--- src/rtl/scan_host_pkg.sv ---
package scan_host_pkg;

    localparam int ADDR_BITS  = 3;
    localparam int TRIM_BITS  = 8;
    localparam int FRAME_BITS = 16;
    localparam int SETTLE_US  = 2;

    typedef logic [ADDR_BITS-1:0]  addr_t;
    typedef logic [TRIM_BITS-1:0]  trim_t;
    typedef logic [FRAME_BITS-1:0] frame_t;

    typedef enum logic [2:0] {
        SQ_IDLE, SQ_CFG, SQ_SEL, SQ_WAIT, SQ_CAP, SQ_DONE
    } seq_state_t;

    typedef enum logic [2:0] {
        TX_IDLE, TX_GAP, TX_LEAD, TX_HI, TX_LO, TX_TAIL
    } tx_phase_t;

    // Configuration word: write flag, address, four zeros, trim code.
    function automatic frame_t cfg_word(addr_t a, trim_t t);
        return {1'b0, a, 4'b0000, t};
    endfunction

    // Selection word, left-aligned so bit 15 goes out first.
    function automatic frame_t sel_word(addr_t a);
        return {1'b0, a, 4'b0000, 8'h00};
    endfunction

    // Round a duration in ns up to whole system cycles, minimum one.
    function automatic int unsigned ns_to_cycles(int unsigned ns, int unsigned cyc_per_us);
        int unsigned v;
        v = (ns * cyc_per_us + 999) / 1000;
        return (v == 0) ? 1 : v;
    endfunction

    // Detection time in microseconds for a conversion-time code.
    function automatic int unsigned detect_us(logic [1:0] ts);
        return 32'd60 << ts;
    endfunction

endpackage

--- src/rtl/sh_frame_tx.sv ---
module sh_frame_tx
    import scan_host_pkg::*;
#(
    parameter int W = 8
) (
    input  logic         clk,
    input  logic         rst,
    input  logic         go,
    input  frame_t       word,
    input  logic [4:0]   nbits,
    input  logic [W-1:0] half,
    input  logic [W-1:0] tail,
    input  logic [W-1:0] guard,
    output logic         sen,
    output logic         sclk,
    output logic         sdata,
    output logic         last
);

    tx_phase_t    ph;
    logic [W-1:0] cnt;
    frame_t       shreg;
    logic [4:0]   left;
    logic         step_done;

    assign step_done = (cnt == '0);
    assign last      = (ph == TX_TAIL) && step_done;

    always_ff @(posedge clk) begin
        if (rst) begin
            ph    <= TX_IDLE;
            cnt   <= '0;
            shreg <= '0;
            left  <= '0;
            sen   <= 1'b0;
            sclk  <= 1'b0;
            sdata <= 1'b0;
        end else if (go && (ph == TX_IDLE || last)) begin
            ph    <= TX_GAP;
            cnt   <= guard - W'(1);
            shreg <= word;
            left  <= nbits;
            sen   <= 1'b0;
            sclk  <= 1'b0;
            sdata <= 1'b0;
        end else if (ph != TX_IDLE) begin
            if (!step_done) begin
                cnt <= cnt - W'(1);
            end else begin
                case (ph)
                    TX_GAP: begin
                        ph    <= TX_LEAD;
                        cnt   <= half - W'(1);
                        sen   <= 1'b1;
                        sdata <= shreg[FRAME_BITS-1];
                    end
                    TX_LEAD: begin
                        ph   <= TX_HI;
                        cnt  <= half - W'(1);
                        sclk <= 1'b1;
                    end
                    TX_HI: begin
                        sclk <= 1'b0;
                        if (left == 5'd1) begin
                            ph  <= TX_TAIL;
                            cnt <= tail - W'(1);
                        end else begin
                            ph    <= TX_LO;
                            cnt   <= half - W'(1);
                            shreg <= {shreg[FRAME_BITS-2:0], 1'b0};
                            sdata <= shreg[FRAME_BITS-2];
                            left  <= left - 5'd1;
                        end
                    end
                    TX_LO: begin
                        ph   <= TX_HI;
                        cnt  <= half - W'(1);
                        sclk <= 1'b1;
                    end
                    TX_TAIL: begin
                        ph    <= TX_IDLE;
                        sen   <= 1'b0;
                        sdata <= 1'b0;
                    end
                    default: ph <= TX_IDLE;
                endcase
            end
        end
    end

    // the serial clock only toggles inside an enabled frame
    p_sclk_inside_frame_r3: assert property (@(posedge clk) disable iff (rst)
        sclk |-> sen);

    // data moves only together with a falling clock edge
    p_data_on_fall_r3: assert property (@(posedge clk) disable iff (rst)
        (sen && $past(sen) && (sdata != $past(sdata))) |-> (!sclk && $past(sclk)));

    // a frame opens with the clock low
    p_lead_low_r3: assert property (@(posedge clk) disable iff (rst)
        $rose(sen) |-> !sclk);

endmodule

--- src/rtl/sh_wait_timer.sv ---
module sh_wait_timer #(
    parameter int TW = 16
) (
    input  logic          clk,
    input  logic          rst,
    input  logic          load,
    input  logic [TW-1:0] val,
    output logic          zero
);

    logic [TW-1:0] cnt;

    always_ff @(posedge clk) begin
        if (rst) begin
            cnt <= '0;
        end else if (load) begin
            cnt <= val - TW'(1);
        end else if (cnt != '0) begin
            cnt <= cnt - TW'(1);
        end
    end

    assign zero = (cnt == '0);

    // a load never asks for an empty wait
    p_load_nonzero_r6: assert property (@(posedge clk) disable iff (rst)
        load |-> (val != '0));

endmodule

--- src/rtl/sh_scan_seq.sv ---
module sh_scan_seq
    import scan_host_pkg::*;
#(
    parameter int CYC_PER_US  = 100,
    parameter int MAX_SENSORS = 8,
    parameter int DIV_W       = 8,
    parameter int CNT_W       = 4,
    parameter int TW          = 16,
    parameter int MIN_HALF    = 5
) (
    input  logic             clk,
    input  logic             rst,
    input  logic             start,
    input  logic [CNT_W-1:0] count_in,
    input  logic [DIV_W-1:0] div_in,
    input  trim_t            trim_in [MAX_SENSORS],
    input  logic             tx_last,
    input  logic             tmr_zero,
    output logic             tx_go,
    output frame_t           tx_word,
    output logic [4:0]       tx_nbits,
    output logic [DIV_W-1:0] half_q,
    output logic             tmr_load,
    output logic [TW-1:0]    tmr_val,
    output logic             oe,
    output logic             cap_stb,
    output addr_t            cap_addr,
    output logic             done
);

    localparam logic [CNT_W-1:0] MAX_C   = CNT_W'(MAX_SENSORS);
    localparam logic [DIV_W-1:0] HALF_LO = DIV_W'(MIN_HALF);

    seq_state_t       state;
    addr_t            idx;
    addr_t            last_idx;
    addr_t            nxt_idx;
    trim_t            trim_q [MAX_SENSORS];
    logic [CNT_W-1:0] cnt_eff;

    function automatic logic [TW-1:0] wait_len(logic [1:0] ts);
        int unsigned us;
        us = detect_us(ts);
        if (us < SETTLE_US) us = SETTLE_US;
        return TW'(us * CYC_PER_US);
    endfunction

    assign cnt_eff = (count_in > MAX_C) ? MAX_C : count_in;
    assign nxt_idx = idx + addr_t'(1);

    always_comb begin
        tx_go    = 1'b0;
        tx_word  = '0;
        tx_nbits = '0;
        case (state)
            SQ_IDLE: if (start && cnt_eff != '0) begin
                tx_go    = 1'b1;
                tx_word  = cfg_word('0, trim_in[0]);
                tx_nbits = 5'd16;
            end
            SQ_CFG: if (tx_last) begin
                tx_go = 1'b1;
                if (idx == last_idx) begin
                    tx_word  = sel_word('0);
                    tx_nbits = 5'd8;
                end else begin
                    tx_word  = cfg_word(nxt_idx, trim_q[nxt_idx]);
                    tx_nbits = 5'd16;
                end
            end
            SQ_CAP: if (idx != last_idx) begin
                tx_go    = 1'b1;
                tx_word  = sel_word(nxt_idx);
                tx_nbits = 5'd8;
            end
            default: ;
        endcase
    end

    assign tmr_load = (state == SQ_SEL) && tx_last;
    assign tmr_val  = wait_len(trim_q[idx][5:4]);

    always_ff @(posedge clk) begin
        if (rst) begin
            state    <= SQ_IDLE;
            idx      <= '0;
            last_idx <= '0;
            half_q   <= HALF_LO;
            oe       <= 1'b0;
            cap_stb  <= 1'b0;
            cap_addr <= '0;
            done     <= 1'b0;
            for (int i = 0; i < MAX_SENSORS; i++) trim_q[i] <= '0;
        end else begin
            cap_stb <= 1'b0;
            done    <= 1'b0;
            case (state)
                SQ_IDLE: if (start) begin
                    half_q   <= (div_in < HALF_LO) ? HALF_LO : div_in;
                    trim_q   <= trim_in;
                    last_idx <= addr_t'(cnt_eff - CNT_W'(1));
                    idx      <= '0;
                    if (cnt_eff == '0) begin
                        state <= SQ_DONE;
                        done  <= 1'b1;
                    end else begin
                        state <= SQ_CFG;
                    end
                end
                SQ_CFG: if (tx_last) begin
                    if (idx == last_idx) begin
                        state <= SQ_SEL;
                        idx   <= '0;
                        oe    <= 1'b1;
                    end else begin
                        idx <= nxt_idx;
                    end
                end
                SQ_SEL: if (tx_last) state <= SQ_WAIT;
                SQ_WAIT: if (tmr_zero) begin
                    state    <= SQ_CAP;
                    cap_stb  <= 1'b1;
                    cap_addr <= idx;
                end
                SQ_CAP: begin
                    cap_addr <= '0;
                    if (idx == last_idx) begin
                        state <= SQ_DONE;
                        done  <= 1'b1;
                        oe    <= 1'b0;
                    end else begin
                        idx   <= nxt_idx;
                        state <= SQ_SEL;
                    end
                end
                SQ_DONE: state <= SQ_IDLE;
                default: state <= SQ_IDLE;
            endcase
        end
    end

    // capture strobe never lasts longer than one cycle
    p_strobe_single_r7: assert property (@(posedge clk) disable iff (rst)
        cap_stb |=> !cap_stb);

    // done is a single-cycle pulse
    p_done_single_r8: assert property (@(posedge clk) disable iff (rst)
        done |=> !done);

    // output-enable is low when the scan reports completion
    p_done_oe_low_r8: assert property (@(posedge clk) disable iff (rst)
        done |-> !oe);

endmodule

--- src/rtl/scan_host_ctrl.sv ---
module scan_host_ctrl
    import scan_host_pkg::*;
#(
    parameter int CYC_PER_US  = 100,
    parameter int MAX_SENSORS = 8,
    parameter int DIV_W       = 8
) (
    input  logic                             clk,
    input  logic                             rst,
    input  logic                             start,
    input  logic [$clog2(MAX_SENSORS+1)-1:0] sensor_count,
    input  logic [DIV_W-1:0]                 clk_div,
    input  logic [MAX_SENSORS*TRIM_BITS-1:0] trim_table,
    output logic                             bus_sen,
    output logic                             bus_sclk,
    output logic                             bus_sdata,
    output logic                             bus_oe,
    output logic                             cap_stb,
    output logic [ADDR_BITS-1:0]             cap_addr,
    output logic                             scan_done
);

    localparam int CNT_W    = $clog2(MAX_SENSORS + 1);
    localparam int TW       = $clog2(480 * CYC_PER_US + 1);
    localparam int MIN_HALF = ns_to_cycles(50, CYC_PER_US);
    localparam int GUARD    = ns_to_cycles(100, CYC_PER_US);
    localparam int HOLD     = ns_to_cycles(140, CYC_PER_US);
    localparam logic [DIV_W-1:0] GUARD_V = DIV_W'(GUARD);
    localparam logic [DIV_W-1:0] HOLD_V  = DIV_W'(HOLD);

    trim_t            trim_arr [MAX_SENSORS];
    logic             tx_go, tx_last, tmr_load, tmr_zero;
    frame_t           tx_word;
    logic [4:0]       tx_nbits;
    logic [DIV_W-1:0] half_q, tail_len;
    logic [TW-1:0]    tmr_val;

    for (genvar g = 0; g < MAX_SENSORS; g++) begin : g_unpack
        assign trim_arr[g] = trim_table[g*TRIM_BITS +: TRIM_BITS];
    end

    assign tail_len = (half_q < HOLD_V) ? HOLD_V : half_q;

    sh_scan_seq #(
        .CYC_PER_US (CYC_PER_US),
        .MAX_SENSORS(MAX_SENSORS),
        .DIV_W      (DIV_W),
        .CNT_W      (CNT_W),
        .TW         (TW),
        .MIN_HALF   (MIN_HALF)
    ) u_seq (
        .clk     (clk),
        .rst     (rst),
        .start   (start),
        .count_in(sensor_count),
        .div_in  (clk_div),
        .trim_in (trim_arr),
        .tx_last (tx_last),
        .tmr_zero(tmr_zero),
        .tx_go   (tx_go),
        .tx_word (tx_word),
        .tx_nbits(tx_nbits),
        .half_q  (half_q),
        .tmr_load(tmr_load),
        .tmr_val (tmr_val),
        .oe      (bus_oe),
        .cap_stb (cap_stb),
        .cap_addr(cap_addr),
        .done    (scan_done)
    );

    sh_frame_tx #(.W(DIV_W)) u_tx (
        .clk  (clk),
        .rst  (rst),
        .go   (tx_go),
        .word (tx_word),
        .nbits(tx_nbits),
        .half (half_q),
        .tail (tail_len),
        .guard(GUARD_V),
        .sen  (bus_sen),
        .sclk (bus_sclk),
        .sdata(bus_sdata),
        .last (tx_last)
    );

    sh_wait_timer #(.TW(TW)) u_tmr (
        .clk (clk),
        .rst (rst),
        .load(tmr_load),
        .val (tmr_val),
        .zero(tmr_zero)
    );

    // output-enable is steady for the whole of a frame
    p_oe_steady_in_frame_r4: assert property (@(posedge clk) disable iff (rst)
        (bus_sen && $past(bus_sen)) |-> (bus_oe == $past(bus_oe)));

    // output-enable did not move in the cycle before a frame opens
    p_oe_gap_before_frame_r4: assert property (@(posedge clk) disable iff (rst)
        $rose(bus_sen) |-> (bus_oe == $past(bus_oe)));

    // capture happens with the bus quiet and the outputs enabled
    p_capture_quiet_bus_r7: assert property (@(posedge clk) disable iff (rst)
        cap_stb |-> (!bus_sen && bus_oe));

endmodule

--- config.mk ---
export PLATFORM = sky130hd
export DESIGN_NAME = scan_host_ctrl
export DESIGN_NICKNAME = d
export VERILOG_FILES = /design/src/rtl/scan_host_pkg.sv /design/src/rtl/sh_frame_tx.sv /design/src/rtl/sh_wait_timer.sv /design/src/rtl/sh_scan_seq.sv /design/src/rtl/scan_host_ctrl.sv
export SDC_FILE = /design/constraint.sdc
export NUM_CORES = 1
export LEC_CHECK = 0
export BUFFER_PORTS_ARGS = -buffer_cell sky130_fd_sc_hd__clkbuf_2
export CORE_MARGIN = 4
export CORE_UTILIZATION = 53
export DETAILED_ROUTE_END_ITERATION = 8
export GPL_TIMING_DRIVEN = 0
export PLACE_DENSITY = 0.77
export SKIP_LAST_GASP = 1
export SLEW_MARGIN = 20
export SYNTH_ARGS = -nofsm -noshare
export SYNTH_HDL_FRONTEND = slang
export SYNTH_SLANG_ARGS = --single-unit
--- constraint.sdc ---
create_clock -name clk -period 2.81 [get_ports clk]
set_input_delay 0.4215 -clock clk [delete_from_list [all_inputs] [get_ports clk]]
set_output_delay 0.4215 -clock clk [all_outputs]
set_load 0.02 [all_outputs]
==> out/summary.txt, run 1 <==
Crit. End Element = register
Pwr Total = 7.53 mW
Hold Path Class = in -> reg
Count of buffers from port buffering = 86
Post-synth EDFFs = 0
Status = complete, no violations
Startpoint types = register
Origin of the worst setup path = u_seq.idx[0]$_SDFFE_PP0P_
Largest net degree at the start of global routing = 20
Die area = 0.0153 mm^2
First-pass GRT wire length = 31800 um
Leading cell types by total area after synthesis = dfxtp_1 (39%), nand2_1 (8.9%), a21oi_1 (7.0%)
Design area = 0.00841 mm^2
CTS Buffer Depth = 2
Placed instance area = 0.00775 mm^2
Final RePlAce weighted congestion = 0.903
RSZ-0062 raised after global routing = no
Pre-antenna DRT Iters = 5
Data required time of the worst path = 3090 ps
Worst Path Max Fanout = 19
Routed vias = 6689
Relative slew slack = 0.443
Post-CTS Hold Fix Bufs = 0
Hold_sp = trim_table[41]
Later-pin clock latency in the skew report = 420 ps
WP data arrival = 2960 ps
Area leader, netlist = dfxtp_1
Syn_nets = 935
Post-route clock period utilization = 0.954
CTS root buf = clkbuf_16
Area delta synth->final = 18.4%
Critical path class = reg -> reg
Aggregate global-route resource usage = 0.266
FF+latch count, synth = 138
Slowest stage delay, CP = 550 ps
DR top layer = met4
Hold Fails Final Rpt = 0
Critical Path Slowest Stage Cell = mux4_2
Vias per cell = 5.89
Total CTS buffers = 17
N_diodes = 0
Clock slew at reported path FFs = 60 ps
Met3 WL = 1330 um
Num Clock Sinks = 138
Wire length on met1 = 8400 um
Row cnt = 42
Count leader, synth = nand2_1
Pleak = 3.14 nW
CP top delay family = multiplexers
GRT overflow = 0
DRC violations left = 0
Starting density of the core = 0.539
Routed WL per cell = 17.3 um
Worst Tran Pin Value = 829 ps
Layout net count = 1040
Synth Flop Type = dfxtp_1
CTS tree = done
Mapped Cells = 842
I/O pin count = 88
Filler cell count = 1119
Vias in the first global route = 6365
Initial antenna violation count = 0
Synth warn = 0
Initial drt markers = 492
Clock skew = 6.81 ps
Final min period = 2680 ps
Crit-path cells = buf_2, buf_4, mux4_2, mux2_2, inv_1, ha_1, o21ai_0, a31oi_1
Fraction of layout cells with a size suffix above 1 = 0.181
Peak VDD IR = 0.429 mV
Final Setup Violations = 0
Final Util = 0.637
Die width = 124 um
Slew Limit Fails = 0
Hpwl dp = 14500 um
Hold_ws = 218 ps
Seq/Total Area, Yosys = 0.389
Core ar. = 0.0132 mm^2
ANT nets after route = 0
Max_cap viols = 0
H-tree depth = 4
Commonest cells in the netlist = nand2_1 (168), dfxtp_1 (138), a21oi_1 (100)
Asr flop ratio synth = 0
Routed WL = 19600 um
Cell Pwr Density = 896 mW/mm^2
Peak Freq = 373 MHz
DIE HEIGHT = 124 um
Multi-input gate area = 0.00405 mm^2
Met2 wire length = 9320 um
Worst r2r src = u_seq.idx[0]$_SDFFE_PP0P_
Post-synth top area share = 0.389
Netlist cell types = 73
Register area = 0.00276 mm^2
Synthesized area per cell = 8.44 um^2
Mapped cell area = 0.00710 mm^2
Buf+Inv Stages, Crit Path = 3
[worst paths after layout]
| kind | endpoint | cells past startpoint | slack [ps] |
|---|---|---|---|
| max | u_tmr.cnt[7]$_SDFFE_PP0P_ | 8 | 130 |
| min | u_seq.trim_q[17]$_SDFFE_PP0P_ | 3 | 220 |
| max reg2reg | u_tmr.cnt[7]$_SDFFE_PP0P_ | 8 | 130 |
| min reg2reg | u_seq.trim_q[27]$_SDFFE_PP0P_ | 2 | 460 |
[sequential cells by signal, indices dropped and copies added, names as in the netlist, 5 cells and up]
name	flops
u_seq.half_q	8
u_tx.cnt	8
u_seq.trim_q	64
u_tx.shreg	16
u_tmr.cnt	16
u_tx.left	5
[kinds of logic (layout without fill, tap and decap cells)]
| family | after synthesis | after routing | synth area share |
|---|---|---|---|
| XOR/XNOR | 23 | 23 | 0.0294 |
| AND/OR/NAND/NOR | 340 | 340 | 0.227 |
| multiplexers | 55 | 55 | 0.114 |
| flip-flops | 138 | 138 | 0.389 |
| adder cells (fa/ha/maj) | 14 | 14 | 0.0247 |
| buffers and inverters | 79 | 196 | 0.0456 |
| AO/OA/AOI/OAI | 193 | 193 | 0.171 |
[placed cells by master (no fill, tap or decap), types with 15 or more instances in the layout]
cell type  Yosys  routed
mux4_2        20      20
nor3_1        32      32
nand3_1       19      19
mux2i_1       30      30
nor2_1        51      51
inv_1         16      16
dfxtp_1      138     138
a211oi_1      15      15
a21oi_1      100     100
clkbuf_1      48      47
clkbuf_2       0      87
nand2_1      168     168
clkbuf_16      0      17
o21ai_0       21      20
[worst min-delay path, delay by kind of cell]
kind            cells  cell delay (ps)
buf+inv             1               80
simple gates        1               50
compound gates      1               50
[metal layers]
metal	vias up	GRT usage
li1	3234	-
met5	-	0
met3	46	0.0522
met1	3141	0.341
met4	0	0.113
met2	268	0.438
[power by group]
group	switching, mW	internal [mW]
Sequential	0.264	2.27
Clock	0.863	1.46
Combinational	1.67	1.00
Total	2.79	4.74
[final cells by class]
cell class                      instances  share of cell area
Inverter                               16             0.00714
Buffer                                 61              0.0310
Timing Repair Buffer                   88              0.0530
Clock buffer                           21              0.0560
Sequential cell                       138               0.329
Multi-Input combinational cell        625               0.481
Clock inverter                         10              0.0170
Tap cell                              176              0.0262
[through the flow]
step / setup TNS, ps / instances / worst slack (ps)
6_report: 0 / 1135 / 128
5_1_grt: 0 / 1135 / 9.10
4_1_cts: 0 / 1134 / 19.0
3_5_place_dp: -5420 / 1104 / -454
3_3_place_gp: -4150 / 1104 / -441
2_1_floorplan: 0 / 842 / 174
[timing repair]
item / 4_1_cts / 5_1_grt
pin swaps: 0 / 1
buffers inserted: 0 / 2
resized for setup: 5 / 4
endpoints found under the setup margin: 22 / 23
No activity file was read; power rests on OpenSTA's default activity.
==> inputs of run 2 (changes only) <==
--- a/config.mk
+++ b/config.mk
@@ -7,10 +7,11 @@
 export LEC_CHECK = 0
 export BUFFER_PORTS_ARGS = -buffer_cell sky130_fd_sc_hd__clkbuf_2
 export CORE_MARGIN = 4
-export CORE_UTILIZATION = 53
+export CORE_UTILIZATION = 55
 export DETAILED_ROUTE_END_ITERATION = 8
 export GPL_TIMING_DRIVEN = 0
-export PLACE_DENSITY = 0.77
+export HOLD_SLACK_MARGIN = 0.06
+export PLACE_DENSITY = 0.76
 export SKIP_LAST_GASP = 1
 export SLEW_MARGIN = 20
 export SYNTH_ARGS = -nofsm -noshare
==> constraint.sdc (replaced) <==
create_clock -name clk -period 2.8 [get_ports clk]
set_input_delay 0.42 -clock clk [delete_from_list [all_inputs] [get_ports clk]]
set_output_delay 0.42 -clock clk [all_outputs]
set_load 0.02 [all_outputs]
==> out/summary.txt, run 2 (synthesis gave the netlist of run 1 again) <==
Status = complete, no violations
Placed instance area = 0.00775 mm^2
Vias in the first global route = 6326
Clock slew at reported path FFs = 60 ps
Hold Fails Final Rpt = 0
Final min period = 2640 ps
Worst R2R End = u_tmr.cnt[9]$_SDFFE_PP0P_
Crit-path cells = clkbuf_4, buf_6, buf_4, mux4_2, mux2i_2, inv_1, ha_1, or2_2, a21oi_1
Initial antenna violation count = 0
Layout net count = 1039
Total CTS buffers = 17
CTS Buffer Depth = 2
CP top delay family = multiplexers
Most flop-heavy register = u_seq.trim_q
Hold Path Class = in -> reg
Fraction of layout cells with a size suffix above 1 = 0.181
CTS root buf = clkbuf_16
Core ar. = 0.0126 mm^2
Later-pin clock latency in the skew report = 420 ps
Data required time of the worst path = 3150 ps
Largest registers = u_seq.trim_q x64, u_tmr.cnt x16, u_tx.shreg x16
Post-route clock period utilization = 0.943
Row cnt = 41
Reg2reg setup slack = 160 ps
Routed WL = 19400 um
Max FFs per register = 64
Aggregate global-route resource usage = 0.270
Starting density of the core = 0.563
Die area = 0.0148 mm^2
Area delta synth->final = 18.1%
Relative slew slack = 0.517
Peak Freq = 379 MHz
DRC violations left = 0
CP endpoint = u_tmr.cnt[9]$_SDFFE_PP0P_
Final Setup Violations = 0
Vias per cell = 5.86
Filler cell count = 1092
Worst Path Max Fanout = 10
Pleak = 3.12 nW
Worst r2r src = u_seq.idx[0]$_SDFFE_PP0P_
Commonest non-fill, non-tap cell in the layout = nand2_1
H-tree depth = 4
I/O pin count = 88
CTS tree = done
Routed WL per cell = 17.1 um
Largest net degree at the start of global routing = 17
Register-to-Register Path Depth = 9
DIE HEIGHT = 122 um
Clock skew = 8.09 ps
Peak VDD IR = 0.450 mV
WP data arrival = 2990 ps
Max_cap viols = 0
Crit. End Element = register
Slew Limit Fails = 0
Routed vias = 6618
Critical Path Slowest Stage Cell = mux4_2
Cell Pwr Density = 895 mW/mm^2
Most frequent cells in the layout = nand2_1 (168), dfxtp_1 (138), a21oi_1 (100)
Count of buffers from port buffering = 86
Critical path class = reg -> reg
Hold path depth = 3
Initial drt markers = 556
GRT overflow = 0
Design area = 0.00839 mm^2
Die width = 122 um
Hpwl dp = 14000 um
Crit path depth = 9
Final RePlAce weighted congestion = 0.918
Post-CTS Hold Fix Bufs = 0
Origin of the worst setup path = u_seq.idx[0]$_SDFFE_PP0P_
N_diodes = 0
Final Util = 0.665
ANT nets after route = 0
Startpoint types = register
Slowest stage delay, CP = 560 ps
Worst Tran Pin Value = 718 ps
First-pass GRT wire length = 31700 um
Num Clock Sinks = 138
Buf+Inv Stages, Crit Path = 4
Pre-antenna DRT Iters = 6
## run 2: cell types whose count changed in the layout (fill, tap and decap cells not counted), sizes merged
cell / before / now
clkinv: 6 / 4
inv: 16 / 17
clkinvlp: 1 / 3
buf: 16 / 14
## run 2: area by class of cell
type	count	area [um^2]	area share
multi-input combinational	625	4050	0.483
sequential	138	2760	0.329
clock buffer	20	457	0.0544
timing repair buffer	86	430	0.0513
buffer	62	273	0.0325
tap	172	215	0.0256
clock inverter	11	145	0.0173
inverter	16	60.1	0.00716
## run 2: report_power, final
group	switching [mW]	total, mW	internal [mW]
Combinational	1.65	2.65	0.999
Clock	0.874	2.32	1.44
Sequential	0.266	2.55	2.28
Total	2.79	7.51	4.72
## run 2: worst min-delay path by stage
stage                                        from                            end  slack [ps]
finish                             trim_table[21]  u_seq.trim_q[45]$_SDFFE_PP0P_         210
global route                       trim_table[16]  u_seq.trim_q[40]$_SDFFE_PP0P_         220
CTS                                trim_table[51]  u_seq.trim_q[11]$_SDFFE_PP0P_         200
detailed placement   u_seq.trim_q[1]$_SDFFE_PP0P_   u_seq.trim_q[1]$_SDFFE_PP0P_         450
global placement    u_seq.trim_q[18]$_SDFFE_PP0P_  u_seq.trim_q[18]$_SDFFE_PP0P_         440
floorplan            u_seq.trim_q[0]$_SDFFE_PP0P_   u_seq.trim_q[0]$_SDFFE_PP0P_         430
## run 2: worst register-to-register path: stages (launching register included)
cell and delay [ps]:
dfxtp_1 330, clkbuf_4 220, buf_6 190, buf_4 240
mux4_2 560, mux2i_2 260, inv_1 140, ha_1 190
or2_2 300, a21oi_1 130
## run 2: what timing repair did
action / in CTS / in global routing
buffers inserted: 0 / 0
pin swaps: 0 / 1
resized for setup: 4 / 7
setup endpoints to repair: 14 / 60
## run 2: routing by layer
layer	vias up	part of all wire	GRT usage
met4	0	0.027	0.102
met5	-	0	0
li1	3219	-	-
met1	3073	0.42	0.349
met2	282	0.48	0.450
met3	44	0.071	0.0506
## run 2: stage by stage
step           hold slack [ps]  setup WS [ps]  total power [mW]  setup TNS [ps]  std cells
2_1_floorplan              433            164              4.48               0        842
3_3_place_gp               441           -471              5.09           -4350       1100
3_5_place_dp               445           -491              5.13           -4550       1100
4_1_cts                    204           7.48              7.45               0       1130
5_1_grt                    217          -41.7              7.95            -279       1130
6_report                   214            161              7.51               0       1130
